[src/rtl/csa_pkg.sv]
package csa_pkg;

    // Kind of access accepted in the current cycle
    typedef enum logic [1:0] {
        ACC_NONE  = 2'd0,
        ACC_READ  = 2'd1,
        ACC_WRITE = 2'd2
    } acc_kind_e;

    // Read selection taken from the address word
    typedef struct packed {
        logic from_rom;
        logic hi_half;
    } rd_sel_t;

    // Write has priority when both strobes are raised together
    function automatic acc_kind_e acc_of(input logic rd, input logic wr);
        if (wr)
            return ACC_WRITE;
        else if (rd)
            return ACC_READ;
        else
            return ACC_NONE;
    endfunction

endpackage

[src/rtl/csa_decode.sv]
module csa_decode
    import csa_pkg::*;
#(
    parameter int ADDR_W   = 16,
    parameter int RAM_AW   = 10,
    parameter int UPC_W    = 12,
    parameter int SRC_BIT  = 4,
    parameter int HALF_BIT = 5,
    parameter int RAM_LSB  = 6
) (
    input  logic              rd_req,
    input  logic              wr_req,
    input  logic              stall,
    input  logic [ADDR_W-1:0] addr_word,
    input  logic [UPC_W-1:0]  next_upc,
    output acc_kind_e         kind,
    output rd_sel_t           sel,
    output logic [RAM_AW-1:0] ram_addr
);
    // Strobes are dead while the clock is held
    always_comb begin
        if (stall)
            kind = ACC_NONE;
        else
            kind = acc_of(rd_req, wr_req);
    end

    always_comb begin
        sel.from_rom = addr_word[SRC_BIT];
        sel.hi_half  = addr_word[HALF_BIT];
    end

    // Explicit address during the request cycle, fetch address otherwise
    always_comb begin
        if (kind != ACC_NONE)
            ram_addr = addr_word[RAM_LSB +: RAM_AW];
        else
            ram_addr = next_upc[RAM_AW-1:0];
    end

    logic unused_bits;
    assign unused_bits = ^{addr_word, next_upc};

endmodule

[src/rtl/csa_stall_ctl.sv]
module csa_stall_ctl
    import csa_pkg::*;
(
    input  logic      clk,
    input  logic      rst,
    input  acc_kind_e kind,
    input  rd_sel_t   sel,
    input  logic      ext_stall,
    output logic      stall,
    output logic      rd_pend,
    output rd_sel_t   sel_q,
    output logic      overlap
);
    logic ovl_q;

    always_ff @(posedge clk) begin
        if (rst) begin
            stall   <= 1'b0;
            rd_pend <= 1'b0;
            sel_q   <= '0;
            ovl_q   <= 1'b0;
        end else begin
            stall   <= (kind != ACC_NONE);
            rd_pend <= (kind == ACC_READ);
            ovl_q   <= (kind != ACC_NONE) && ext_stall;
            if (kind == ACC_READ)
                sel_q <= sel;
        end
    end

    assign overlap = stall & (ovl_q | ext_stall);

    // the hold never lasts beyond one cycle
    assert_single_stall_R2: assert property (@(posedge clk) disable iff (rst)
        stall |=> !stall);

    // every accepted access produces a stall cycle
    assert_access_stalls_R2: assert property (@(posedge clk) disable iff (rst)
        (kind != ACC_NONE) |=> stall);

    // an external hold at request time is reported in the stall cycle
    assert_overlap_flag_R10: assert property (@(posedge clk) disable iff (rst)
        ((kind != ACC_NONE) && ext_stall) |=> overlap);

endmodule

[src/rtl/csa_readback.sv]
module csa_readback
    import csa_pkg::*;
#(
    parameter int HALF_W = 16
) (
    input  logic                clk,
    input  logic                rst,
    input  logic                rd_pend,
    input  rd_sel_t             sel_q,
    input  logic [2*HALF_W-1:0] cram_rdata,
    input  logic [2*HALF_W-1:0] rom_rdata,
    output logic [HALF_W-1:0]   rd_data,
    output logic                rd_valid
);
    logic [2*HALF_W-1:0] src_word;
    logic [HALF_W-1:0]   half_word;

    always_comb begin
        src_word  = sel_q.from_rom ? rom_rdata : cram_rdata;
        half_word = sel_q.hi_half ? src_word[2*HALF_W-1:HALF_W]
                                  : src_word[HALF_W-1:0];
    end

    always_ff @(posedge clk) begin
        if (rst) begin
            rd_data  <= '0;
            rd_valid <= 1'b0;
        end else begin
            rd_valid <= rd_pend;
            if (rd_pend)
                rd_data <= half_word;
        end
    end

    // read data is a single-cycle pulse
    assert_valid_pulse_R7: assert property (@(posedge clk) disable iff (rst)
        rd_valid |=> !rd_valid);

endmodule

[src/rtl/ctl_store_seq.sv]
module ctl_store_seq
    import csa_pkg::*;
#(
    parameter int HALF_W   = 16,
    parameter int RAM_AW   = 10,
    parameter int ROM_AW   = 10,
    parameter int UPC_W    = 12,
    parameter int SRC_BIT  = 4,
    parameter int HALF_BIT = 5,
    parameter int RAM_LSB  = 6
) (
    input  logic                clk,
    input  logic                rst,
    input  logic                rd_req,
    input  logic                wr_req,
    input  logic [HALF_W-1:0]   addr_word,
    input  logic [HALF_W-1:0]   wr_hi,
    input  logic [HALF_W-1:0]   wr_lo,
    input  logic [UPC_W-1:0]    next_upc,
    input  logic                ext_stall,
    output logic [RAM_AW-1:0]   cram_addr,
    output logic                cram_we,
    output logic [2*HALF_W-1:0] cram_wdata,
    input  logic [2*HALF_W-1:0] cram_rdata,
    output logic [ROM_AW-1:0]   rom_addr,
    input  logic [2*HALF_W-1:0] rom_rdata,
    output logic                stall,
    output logic [HALF_W-1:0]   rd_data,
    output logic                rd_valid,
    output logic                overlap
);
    acc_kind_e kind;
    rd_sel_t   sel;
    rd_sel_t   sel_q;
    logic      rd_pend;

    csa_decode #(
        .ADDR_W(HALF_W), .RAM_AW(RAM_AW), .UPC_W(UPC_W),
        .SRC_BIT(SRC_BIT), .HALF_BIT(HALF_BIT), .RAM_LSB(RAM_LSB)
    ) u_dec (
        .rd_req(rd_req), .wr_req(wr_req), .stall(stall),
        .addr_word(addr_word), .next_upc(next_upc),
        .kind(kind), .sel(sel), .ram_addr(cram_addr)
    );

    csa_stall_ctl u_ctl (
        .clk(clk), .rst(rst), .kind(kind), .sel(sel),
        .ext_stall(ext_stall), .stall(stall), .rd_pend(rd_pend),
        .sel_q(sel_q), .overlap(overlap)
    );

    csa_readback #(.HALF_W(HALF_W)) u_rb (
        .clk(clk), .rst(rst), .rd_pend(rd_pend), .sel_q(sel_q),
        .cram_rdata(cram_rdata), .rom_rdata(rom_rdata),
        .rd_data(rd_data), .rd_valid(rd_valid)
    );

    // Write commits in the request cycle, ahead of the hold
    assign cram_we    = (kind == ACC_WRITE);
    assign cram_wdata = {wr_hi, wr_lo};

    // ROM reachable only through the fetch address
    assign rom_addr = next_upc[ROM_AW-1:0];

    // the write enable always precedes a stall cycle
    assert_write_before_stall_R3: assert property (@(posedge clk) disable iff (rst)
        cram_we |=> stall);

    // read data appears only right after a stall cycle
    assert_valid_after_stall_R7: assert property (@(posedge clk) disable iff (rst)
        rd_valid |-> $past(stall));

endmodule

[config.mk]
export PLATFORM = sky130hd
export DESIGN_NAME = ctl_store_seq
export DESIGN_NICKNAME = d
export VERILOG_FILES = /design/src/rtl/csa_pkg.sv /design/src/rtl/csa_decode.sv /design/src/rtl/csa_stall_ctl.sv /design/src/rtl/csa_readback.sv /design/src/rtl/ctl_store_seq.sv
export SDC_FILE = /design/constraint.sdc
export NUM_CORES = 1
export LEC_CHECK = 0
export ABC_CLOCK_PERIOD_IN_PS = 3000
export BUFFER_PORTS_ARGS = -buffer_cell sky130_fd_sc_hd__buf_2
export CORE_MARGIN = 10
export CORE_UTILIZATION = 36
export CTS_BUF_LIST = sky130_fd_sc_hd__clkbuf_8
export CTS_CLUSTER_SIZE = 24
export DETAILED_ROUTE_END_ITERATION = 8
export GPL_TIMING_DRIVEN = 1
export HOLD_SLACK_MARGIN = 0.03
export PLACE_DENSITY = 0.94
export RECOVER_POWER = 100
export SYNTH_ARGS = -nofsm -noshare
export SYNTH_HDL_FRONTEND = slang
export SYNTH_SLANG_ARGS = --single-unit
export TNS_END_PERCENT = 50
[constraint.sdc]
create_clock -name clk -period 3 [get_ports clk]
set_clock_uncertainty 0.2 [all_clocks]
set_input_delay 0.6 -clock clk [delete_from_list [all_inputs] [get_ports clk]]
set_output_delay 0.6 -clock clk [all_outputs]
set_load 0.005 [all_outputs]
### After elaboration in Yosys (flattened, before gate mapping)

Index checks and enable logic that the tools add are counted.

| word-level totals | value |
|---|---|
| bits in registers | 22 |
| input port bits | 129 |
| output and inout bits | 72 |

| operators by class | value |
|---|---|
| eq/ne operators | 2 |
| muxes and demuxes | 6 |
| bitwise gates (word level) | 2 |
| reduce and logical (&&, ||, !) cells | 2 |

Operators with widths:

| cell | count |
|---|---|
| 2-to-1 mux 32 bit | 1 |
| 2-to-1 mux 16 bit | 1 |
| 2-to-1 mux 10 bit | 1 |
| 2-to-1 mux 2 bit | 2 |
| equality test 2 x 1 -> 1 bit (second input constant) | 1 |
| equality test 2 bit (second input constant) | 1 |
| nonzero test 2 bit | 1 |
| AND 1 bit | 1 |
| logical AND 1 bit | 1 |
| 2-to-1 mux 1 bit | 1 |
| OR 1 bit | 1 |

### Longest topological paths before layout

Gate-level depths: netlist of run 1.

| depth | value |
|---|---|
| word-level depth | 5 |
| depth in mapped cells | 5 |
| mapped depth without buffers | 3 |

### Hierarchy

From an unflattened synthesis of run 1, not the netlist that was laid out.

| second synthesis, totals | value |
|---|---|
| cell total of the unflattened synthesis | 170 |
| area total of the unflattened synthesis | 1804.2 µm² |

Modules (own cells, without submodules):

| module | instances | cells an instance | area an instance (µm²) | sequential area each (µm²) |
|---|---|---|---|---|
| csa_readback | 1 | 94 | 1091.0 | 340.3 |
| ctl_store_seq | 1 | 43 | 329.1 | 0.0 |
| csa_decode | 1 | 16 | 200.2 | 0.0 |
| csa_stall_ctl | 1 | 17 | 183.9 | 100.1 |

### Worst setup path after synthesis of run 1

No wires, ideal clock.

| timing | value |
|---|---|
| kind | input-to-output |
| start point | input wr_req |
| end point | output cram_addr[0] |
| arrival time | 1335 ps |
| path slack | 865 ps |
| stages on the path | 3 |
| path buffers | 1 |
| cells stage by stage | o21bai_1 -> buf_2 -> mux2_2 |

| between the ends | value |
|---|---|
| longest elaborated chain between the ends | 4 |

Ends and longest elaborated chain:

| element | RTL line | text |
|---|---|---|
| start, declared | ctl_store_seq.sv:15 | `input logic wr_req,` |
| 2-to-1 mux 2 bit | csa_pkg.sv:18 | `if (wr)` |
| 2-to-1 mux 2 bit | csa_decode.sv:22 | `if (stall)` |
| nonzero test 2 bit | csa_decode.sv:35 | `if (kind != ACC_NONE)` |
| 2-to-1 mux 10 bit | csa_decode.sv:35 |  |
| end, declared | ctl_store_seq.sv:21 | `output logic [RAM_AW-1:0] cram_addr,` |

No other way between the ends.

### Worst setup path after layout of run 1

| timing | value |
|---|---|
| start point | input wr_req |
| end point | output cram_addr[9] |

The elaborated chain is that of the path after synthesis.

==> results of run 1 <==
==> report_power, final <==
group	internal, mW	total [mW]	switching [mW]
logic	0.112	0.176	0.0640
registers	0.303	0.316	0.0132
clock network	0.0892	0.174	0.0846
==> worst max-delay path, stage by stage <==
cell,delay [ns]
clkbuf_1,0.10
o21bai_1,0.14
buf_4,0.21
mux2_2,0.36
buf_2,0.13
==> how the worst max path moves through the flow <==
| stage | start | endpoint | slack [ns] | depth (start not counted) |
|---|---|---|---|---|
| floorplan | wr_req | cram_addr[0] | 0.86 | 3 |
| global placement | wr_req | cram_addr[7] | 0.69 | 5 |
| detailed placement | wr_req | cram_addr[9] | 0.66 | 5 |
| CTS | wr_req | cram_addr[9] | 0.65 | 5 |
| global route | wr_req | cram_addr[9] | 0.60 | 5 |
| finish | wr_req | cram_addr[9] | 0.67 | 5 |
==> sequential cells by signal, summed over array words and instances, names as in the netlist <==
name and count:
u_ctl.rd_pend 1, u_ctl.sel_q 2, u_rb.rd_data 16, u_ctl.stall 1, u_ctl.ovl_q 1, u_rb.rd_valid 1
==> per-layer routing <==
layer  vias to the layer above  track usage, %  part of all wire, %
met4                         0            2.61                  1.7
li1                        636               -                    -
met3                        14            5.43                   11
met5                         -               0                    0
met2                        91            23.3                   53
met1                       620            12.2                   34
==> stage by stage <==
stage | setup slack [ns] | power (mW) | instances | utilization [%]
finish | 0.671 | 0.666 | 279 | 45.3
global route | 0.605 | 0.707 | 279 | 45.3
CTS | 0.655 | 0.686 | 279 | 46.2
detailed placement | 0.655 | 0.508 | 276 | 45.2
global placement | 0.686 | 0.500 | 276 | 45.2
floorplan | 0.865 | 0.454 | 143 | -
==> cell families (layout without fill, tap and decap cells) <==
kind of cell,after synthesis,in the layout,synth area share [%]
simple gates,24,24,6.41
compound gates,2,2,0.927
mux,44,44,41.9
buf+inv,51,135,23.6
flops,22,22,27.2
==> final cells by class <==
cell class              instances  area [um^2]  share of cell area (%)
multi-input cells              70          798                    40.5
flip-flops and latches         22          440                    22.3
clock buffers                   3         41.3                    2.09
well taps                      52         65.1                    3.30
repair buffers                132          628                    31.8
==> cells in the final DEF (no fill, tap or decap) <==
master	Yosys	routed
mux2i_1	18	18
mux4_1	7	7
and2_0	0	1
buf_2	4	100
buf_4	43	2
clkbuf_8	0	3
nor2_1	19	19
nor2b_1	3	3
nor3b_1	1	1
o21a_1	1	1
mux4_2	9	9
o21bai_1	1	1
clkbuf_1	2	30
dfxtp_1	22	22
mux2_2	10	10
==> summary.md, run 1 <==
| Metric | Value |
|---|---|
| Wire length reported by the detailed router | `5040 um` |
| Number of global-route vias before repair | `1,593` |
| HP Start | `u_rb.rd_data[10]` |
| Portion of synthesized cell area occupied by the leading cell type | `27.2%` |
| Gpl congestion | `0.756` |
| Post CTS Setup Buffer Count | `0` |
| First-pass GRT wire length | `7740 um` |
| Endpoint type of the worst setup path | `primary output` |
| Final-report hold violation count | `0` |
| Post-Synthesis Cell Area | `1620 um^2` |
| H-tree level count | `1` |
| Total Die Area | `7580 um^2` |
| Vertical die dimension | `87.1 um` |
| Clock Path Buffers | `2` |
| Tmin final | `2.33 ns` |
| Number of antenna violations at the first check in global routing | `0` |
| Share of flip-flops with an asynchronous set or reset | `0%` |
| Number of max-capacitance violations reported | `0` |
| Number of cell instances on the worst register-to-register path | `3` |
| Worst hold path stage count | `2` |
| Post-layout net count | `358` |
| Post-detailed-route wirelength per cell | `18.1 um` |
| Leading cell types by count after synthesis | `43 x buf_4, 22 x dfxtp_1, 19 x nor2_1` |
| CTS Hold Buffers Added | `0` |
| Number of setup violations in the final report | `0` |
| Number of buffers added on ports | `130` |
| Cells after Synth | `143` |
| Worst-case register-to-register setup slack | `1.19 ns` |
| Data arrival time of the critical path | `1.53 ns` |
| Maximum frequency from static timing analysis | `429 MHz` |
| Remaining global-route overflow | `0` |
| Total of fill cells in the finished design | `424` |
| Sum of negative setup slack | `0 ns` |
| 1st-iter DRT viols | `25` |
| Starting density of the core | `37.2%` |
| Worst-path clk slew | `0.07 ns` |
| Synth Flop Type | `dfxtp_1` |
| RSZ-0062 raised after global routing | `no` |
| Post-DP HPWL | `4370 um` |
| Layout cell share with drive strength beyond 1 | `54.6%` |
| Largest cells by area after synthesis | `dfxtp_1 27%, buf_4 20%, mux4_2 13%` |
| Number of standard-cell rows in the floorplan | `24` |
| Core ar. | `4350 um^2` |
| FF+latch count, synth | `22` |
| Tightest hold margin | `0.301 ns` |
| Detailed-route DRC error count | `0` |
| Global-route total usage across every layer | `12.4%` |
| Element type at the critical path start | `input port` |
| Per-instance average area after synthesis | `11.3 um^2` |
| Number of enable flip-flop cells after synthesis | `0` |
| Cell type contributing the most total cell area after synthesis | `dfxtp_1` |
| PD cells | `338 nW/um^2` |
| Most common cell in the synthesized netlist | `buf_4` |
| Worst IR Drop VDD | `0.000115 V` |
| Via count normalized by instance count | `4.88` |
| Endpoint of the worst hold-timing path | `u_rb.rd_data[10]` |
| Required arrival time at the worst endpoint | `2.20 ns` |
| TritonCTS Buffers | `3` |
| Tightest slew margin relative to the limit | `35.1%` |
| Synthesized Nets | `272` |
| Number of iterations in the first detailed-routing pass | `4` |
| Antenna-violating nets left | `0` |
| Reg-to-Reg Start | `u_ctl.sel_q[0]` |
| Worst Path Max Fanout | `11` |
| Sequential-to-total area share from yosys stat | `27.2%` |
| Total cell area at the placement stage | `1970 um^2` |
| Type of the worst setup path | `in -> out` |
| Fin. max-slew vios | `0` |
| Synth warn | `0` |
| Hold Path Class | `reg -> reg` |
| Clock tree from TritonCTS | `done` |
| Leak pwr | `0.878 nW` |
| Relative area change from synthesis to final layout | `21.8%` |
| Number of clock sinks seen by CTS | `22` |
| Cell area after layout | `1970 um^2` |
| Root buffer selected by CTS | `clkbuf_8` |
| Final period util | `77.6%` |
| Status | `finished clean` |
| Largest net degree at the start of global routing | `22` |
| # IOs | `201` |
| Measured slew at the worst slew-check pin | `0.972 ns` |
| Worst flop-to-flop path endpoint | `u_rb.rd_data[15]` |
| Antenna diode instance count | `0` |
| Horizontal die dimension | `87.1 um` |
| Count of unique library cells instantiated by Yosys | `16` |
| PostCTS Resize Cnt | `0` |
| Clock Latency Late Sink | `0.25 ns` |
| Vias | `1,361` |
No activity file was read; power rests on OpenSTA's default activity.
==> run 2: changes to the inputs <==
- ABC_AREA: not set -> 1
- ABC_CLOCK_PERIOD_IN_PS: 3000 -> 2300
- CORE_UTILIZATION: 36 -> 35
- PLACE_DENSITY: 0.94 -> 0.89
- clock period: 3 -> 2.3 ns (I/O delays scaled with it)
==> run 2 against run 1 <==
  * Area after synthesis grew 10%
  * Core utilization shrank 2.5 points
  * Sequential power grew 30%
  * Largest power group unchanged
==> summary.md, run 2 <==
| Metric | Value |
|---|---|
| Status | `finished clean` |
| Worst Path Max Fanout | `11` |
| Detailed route wirelength on metal3 | `716 um` |
| Fin. max-slew vios | `0` |
| Maximum frequency from static timing analysis | `504 MHz` |
| Endpoint type of the worst setup path | `primary output` |
| Relative area change from synthesis to final layout | `16.2%` |
| PD cells | `479 nW/um^2` |
| First-pass GRT wire length | `9600 um` |
| Share of flip-flops with an asynchronous set or reset | `0%` |
| Core ar. | `4850 um^2` |
| Type of the worst setup path | `reg -> out` |
| Clock tree from TritonCTS | `done` |
| Antenna-violating nets left | `0` |
| Largest net degree at the start of global routing | `34` |
| Global-route total usage across every layer | `13.7%` |
| Routed length on met2 | `2930 um` |
| TritonCTS Buffers | `3` |
| Number of buffers added on ports | `130` |
| Number of antenna violations at the first check in global routing | `0` |
| Required arrival time at the worst endpoint | `1.64 ns` |
| Post-detailed-route wirelength per cell | `14.8 um` |
| Final core occ | `42.8%` |
| Number of flip-flops under the largest register name | `16` |
| Remaining global-route overflow | `0` |
| Worst hold path stage count | `2` |
| Count of unique library cells instantiated by Yosys | `18` |
| Number of clock sinks seen by CTS | `22` |
| Register with the most flip-flops | `u_rb.rd_data` |
| Total Die Area | `8360 um^2` |
| 1st-iter DRT viols | `88` |
| Post CTS Setup Buffer Count | `0` |
| Number of global-route vias before repair | `1,897` |
| Data arrival time of the critical path | `1.33 ns` |
| Number of enable flip-flop cells after synthesis | `0` |
| Tmin final | `1.99 ns` |
| Top library cells by usage in the layout, fill and taps aside | `115 x nand2_1, 92 x buf_2, 38 x clkbuf_1, 33 x nand3_1, 22 x dfxtp_1` |
| Final-report hold violation count | `0` |
| Post-DP HPWL | `5290 um` |
| Largest cells by area after synthesis | `dfxtp_1 25%, nand2_1 24%, buf_4 18%` |
| Vias | `1,927` |
| Number of max-capacitance violations reported | `0` |
| FF+latch count, synth | `22` |
| Worst IR Drop VDD | `0.000217 V` |
| Layout cell share with drive strength beyond 1 | `30.9%` |
| Sum of negative setup slack | `0 ns` |
| Number of iterations in the first detailed-routing pass | `4` |
| Cells after Synth | `279` |
| Portion of synthesized cell area occupied by the leading cell type | `24.6%` |
| # IOs | `201` |
| Routed length on met1 | `2550 um` |
| Leading cell types by count after synthesis | `115 x nand2_1, 43 x buf_4, 33 x nand3_1` |
| Horizontal die dimension | `91.5 um` |
| Cell type contributing the most total cell area after synthesis | `dfxtp_1` |
| Sequential-to-total area share from yosys stat | `24.6%` |
| Measured slew at the worst slew-check pin | `0.693 ns` |
| Largest registers | `u_rb.rd_data (16), u_ctl.sel_q (2)` |
| Post-Synthesis Cell Area | `1790 um^2` |
| Most common cell in the synthesized netlist | `nand2_1` |
| Number of cell instances on the worst register-to-register path | `4` |
| Post-layout net count | `489` |
| Detailed-route DRC error count | `0` |
| Gpl congestion | `0.889` |
| Final period util | `86.3%` |
| Via count normalized by instance count | `4.52` |
| Wire length reported by the detailed router | `6330 um` |
| Synth warn | `0` |
| Leak pwr | `1.11 nW` |
| Number of setup violations in the final report | `0` |
| Per-instance average area after synthesis | `6.40 um^2` |
| H-tree level count | `1` |
| Root buffer selected by CTS | `clkbuf_8` |
| Synthesized Nets | `408` |
| Clock Path Buffers | `2` |
| Clock Latency Late Sink | `0.26 ns` |
| CTS Hold Buffers Added | `0` |
| PostCTS Resize Cnt | `0` |
| Antenna diode instance count | `0` |
| Tightest slew margin relative to the limit | `53.8%` |
| Synth Flop Type | `dfxtp_1` |
| Hold Path Class | `in -> reg` |
| Worst-path clk slew | `0.08 ns` |
| RSZ-0062 raised after global routing | `no` |
| Number of standard-cell rows in the floorplan | `25` |
| Element type at the critical path start | `register` |
| Highest routing layer actually used | `met4` |
| Vertical die dimension | `91.5 um` |
| Starting density of the core | `36.9%` |
| Most common library cell in the layout ignoring fill and taps | `nand2_1` |
==> run 2: final timing paths <==
kind                    from         endpoint  slack [ns]
min                      rst      u_ctl.ovl_q        0.22
max reg2reg   u_ctl.sel_q[0]  u_rb.rd_data[3]        0.37
max              u_ctl.stall     cram_addr[0]        0.31
min reg2reg  u_rb.rd_data[5]  u_rb.rd_data[5]        0.34
==> run 2: cells by family after synthesis <==
family	Yosys count	share of synthesized area (%)
flip-flops	22	24.6
buffers and inverters	65	27.2
AND/OR/NAND/NOR	159	35.7
AO/OA/AOI/OAI	33	12.4
==> run 2: layer usage <==
metal,GRT usage [%],vias up
li1,-,1002
met1,14.6,791
met2,23.6,115
met3,5.68,19
met4,5.35,0
met5,0,-
==> run 2: where the power goes <==
group | switching (mW) | internal, mW | leakage [nW]
Sequential | 0.0106 | 0.400 | 0.180
Combinational | 0.177 | 0.133 | 0.898
Clock | 0.121 | 0.153 | 0.0288
Total | 0.309 | 0.685 | 1.11
==> run 2: area by class of cell <==
type	instances	area (um^2)
Sequential cell	22	440
Inverter	7	35.0
Tap cell	67	83.8
Clock buffer	4	55.1
Timing Repair Buffer	134	628
Multi-Input combinational cell	192	833
Fill cell	529	2770
==> run 2: worst max-delay path, stage by stage (launching register included) <==
cell      delay [ns]
dfxtp_1         0.33
inv_1           0.08
o21ai_0         0.11
inv_1           0.26
nand2_1         0.09
nand2_1         0.08
clkbuf_1        0.12
==> run 2: metrics by stage <==
| stage | setup WS [ns] | hold WS (ns) | instance area [um^2] | total power, mW | std cells |
|---|---|---|---|---|---|
| detailed placement | 0.449 | 0.312 | 2100 | 0.749 | 422 |
| CTS | 0.349 | 0.213 | 2160 | 1.02 | 426 |
| global route | 0.0821 | 0.224 | 2080 | 1.06 | 426 |
| finish | 0.315 | 0.222 | 2080 | 0.995 | 426 |
| global placement | 0.489 | 0.310 | 2100 | 0.740 | 422 |
| floorplan | 0.685 | 0.314 | 1790 | 0.663 | 279 |
==> run 3: changes to the inputs <==
- CAP_MARGIN: not set -> 10
- CORE_MARGIN: 10 -> 4
==> run 3 against run 2 <==
  * Register-to-register slack better by 0.03 ns
  * Clock-buffer cell count stayed put
  * Critical path depth stayed put
  * Combinational power hardly changed
  * Core utilization is 0.83 points higher
  * First-iteration DRC count is 43% lower
  * Flip-flop and latch count stayed put
  * Die area is 25% lower
  * Via count hardly changed
  * Setup slack better by 0.0086 ns
  * Sequential share of layout area is 0.40 points lower
  * Largest power group unchanged
  * Highest routed layer unchanged
==> summary.md, run 3 (synthesis results as in run 2) <==
| Metric | Value |
|---|---|
| Status | `finished clean` |
| Measured slew at the worst slew-check pin | `0.924 ns` |
| PostCTS Resize Cnt | `0` |
| Post-DP HPWL | `4360 um` |
| PD cells | `469 nW/um^2` |
| Post-layout net count | `491` |
| Worst path bufs/invs | `3` |
| Core ar. | `4850 um^2` |
| # IOs | `201` |
| Clock Path Buffers | `2` |
| Number of flip-flops under the largest register name | `16` |
| Number of iterations in the first detailed-routing pass | `4` |
| H-tree level count | `1` |
| Top library cells by usage in the layout, fill and taps aside | `115 x nand2_1, 112 x buf_2, 33 x nand3_1, 22 x dfxtp_1` |
| Total design power | `0.992 mW` |
| Number of max-capacitance violations reported | `0` |
| Horizontal die dimension | `79.5 um` |
| Sum of negative setup slack | `0 ns` |
| First-pass GRT wire length | `7620 um` |
| Tmin final | `1.98 ns` |
| Number of buffers added on ports | `130` |
| 1st-iter DRT viols | `50` |
| Leak pwr | `1.19 nW` |
| Register with the most flip-flops | `u_rb.rd_data` |
| Critical Path, Cell by Cell | `inv_1 -> o21ai_1 -> inv_1 -> nand2_1 -> nand2_1 -> buf_2` |
| Starting density of the core | `36.9%` |
| TritonCTS Buffers | `3` |
| Data arrival time of the critical path | `1.32 ns` |
| Required arrival time at the worst endpoint | `1.64 ns` |
| Endpoint type of the worst setup path | `primary output` |
| Tightest hold margin | `0.224 ns` |
| Total Die Area | `6310 um^2` |
| Root buffer selected by CTS | `clkbuf_8` |
| Largest net degree at the start of global routing | `34` |
| Maximum frequency from static timing analysis | `506 MHz` |
| Worst IR Drop VDD | `0.000276 V` |
| Via count normalized by instance count | `4.50` |
| Number of clock sinks seen by CTS | `22` |
| Number of antenna violations at the first check in global routing | `0` |
| RSZ-0062 raised after global routing | `no` |
| Worst path slowest cell | `dfxtp_1` |
| Kind of cell with the highest combined delay on the critical path | `buffers and inverters` |
| CTS Hold Buffers Added | `0` |
| Clock tree from TritonCTS | `done` |
| Fin. max-slew vios | `0` |
| Tightest slew margin relative to the limit | `38.3%` |
| Number of setup violations in the final report | `0` |
| Post CTS Setup Buffer Count | `0` |
| Global-route total usage across every layer | `15.1%` |
| Most common library cell in the layout ignoring fill and taps | `nand2_1` |
| Detailed-route DRC error count | `0` |
| Number of standard-cell rows in the floorplan | `25` |
| Worst-path clk slew | `0.08 ns` |
| Setup slack after layout | `0.323 ns` |
| Vertical die dimension | `79.5 um` |
| Gpl congestion | `0.826` |
| Post-detailed-route wirelength per cell | `12.3 um` |
| Post-Place Setup Slack | `0.350 ns` |
| Remaining global-route overflow | `0` |
| Relative area change from synthesis to final layout | `18.4%` |
| Antenna diode instance count | `0` |
| Element type at the critical path start | `register` |
| Total of fill cells in the finished design | `495` |
| Final period util | `85.9%` |
| Vias | `1,926` |
| Largest registers | `u_rb.rd_data (16), u_ctl.sel_q (2)` |
| Layout cell share with drive strength beyond 1 | `37.1%` |
| Hold Path Class | `reg -> reg` |
| Number of global-route vias before repair | `1,596` |
| Wire length reported by the detailed router | `5260 um` |
| Longest individual stage delay on the worst path | `0.32 ns` |
| Worst Path Max Fanout | `11` |
| Final-report hold violation count | `0` |
| Clock Latency Late Sink | `0.25 ns` |
| Antenna-violating nets left | `0` |
| Type of the worst setup path | `reg -> out` |
==> run 3: cell count changes in the layout (fill, tap and decap cells not counted) <==
cell / previous run / this run
clkbuf_1: 38 / 16
inv_8: 1 / 0
inv_1: 4 / 5
buf_2: 92 / 112
o21ai_0: 17 / 16
o21ai_1: 0 / 1
buf_4: 2 / 6
==> run 3: tightest hold or removal path: stages, from the launching register on <==
cell and delay (ns):
dfxtp_1 0.31, inv_1 0.04, nor2_1 0.03
==> run 3: final cells by class <==
type | instances | area (um^2) | area share [%]
multi-input combinational | 192 | 833 | 39.4
timing repair buffer | 136 | 676 | 31.9
sequential | 22 | 440 | 20.8
tap | 67 | 83.8 | 3.96
clock buffer | 4 | 55.1 | 2.60
inverter | 7 | 27.5 | 1.30
==> run 3: worst paths after layout <==
path                            to  slack (ns)           start  cells past startpoint
setup / recovery      cram_addr[1]        0.32     u_ctl.stall                      6
hold / removal       u_rb.rd_valid        0.22   u_ctl.rd_pend                      2
setup reg to reg  u_rb.rd_data[12]        0.40  u_ctl.sel_q[0]                      4
hold reg to reg      u_rb.rd_valid        0.22   u_ctl.rd_pend                      2
==> run 3: stage by stage <==
step                utilization, %  instances  cell area (um^2)
floorplan                        -        279              1790
global placement              43.6        424              2120
detailed placement            43.6        424              2120
CTS                           44.8        428              2170
global route                  43.6        428              2120
finish                        43.6        428              2120
==> run 3: routing by layer <==
layer	vias up	GRT usage (%)	wire length [um]
met5	-	0	0
met1	791	17.5	2050
met4	0	4.12	34
met3	2	3.39	659
li1	1008	-	-
met2	125	27.6	2520
==> run 3: power by group <==
part	switching (mW)	leakage, nW	internal (mW)
logic	0.167	0.979	0.143
clock network	0.117	0.0288	0.152
registers	0.0134	0.180	0.400
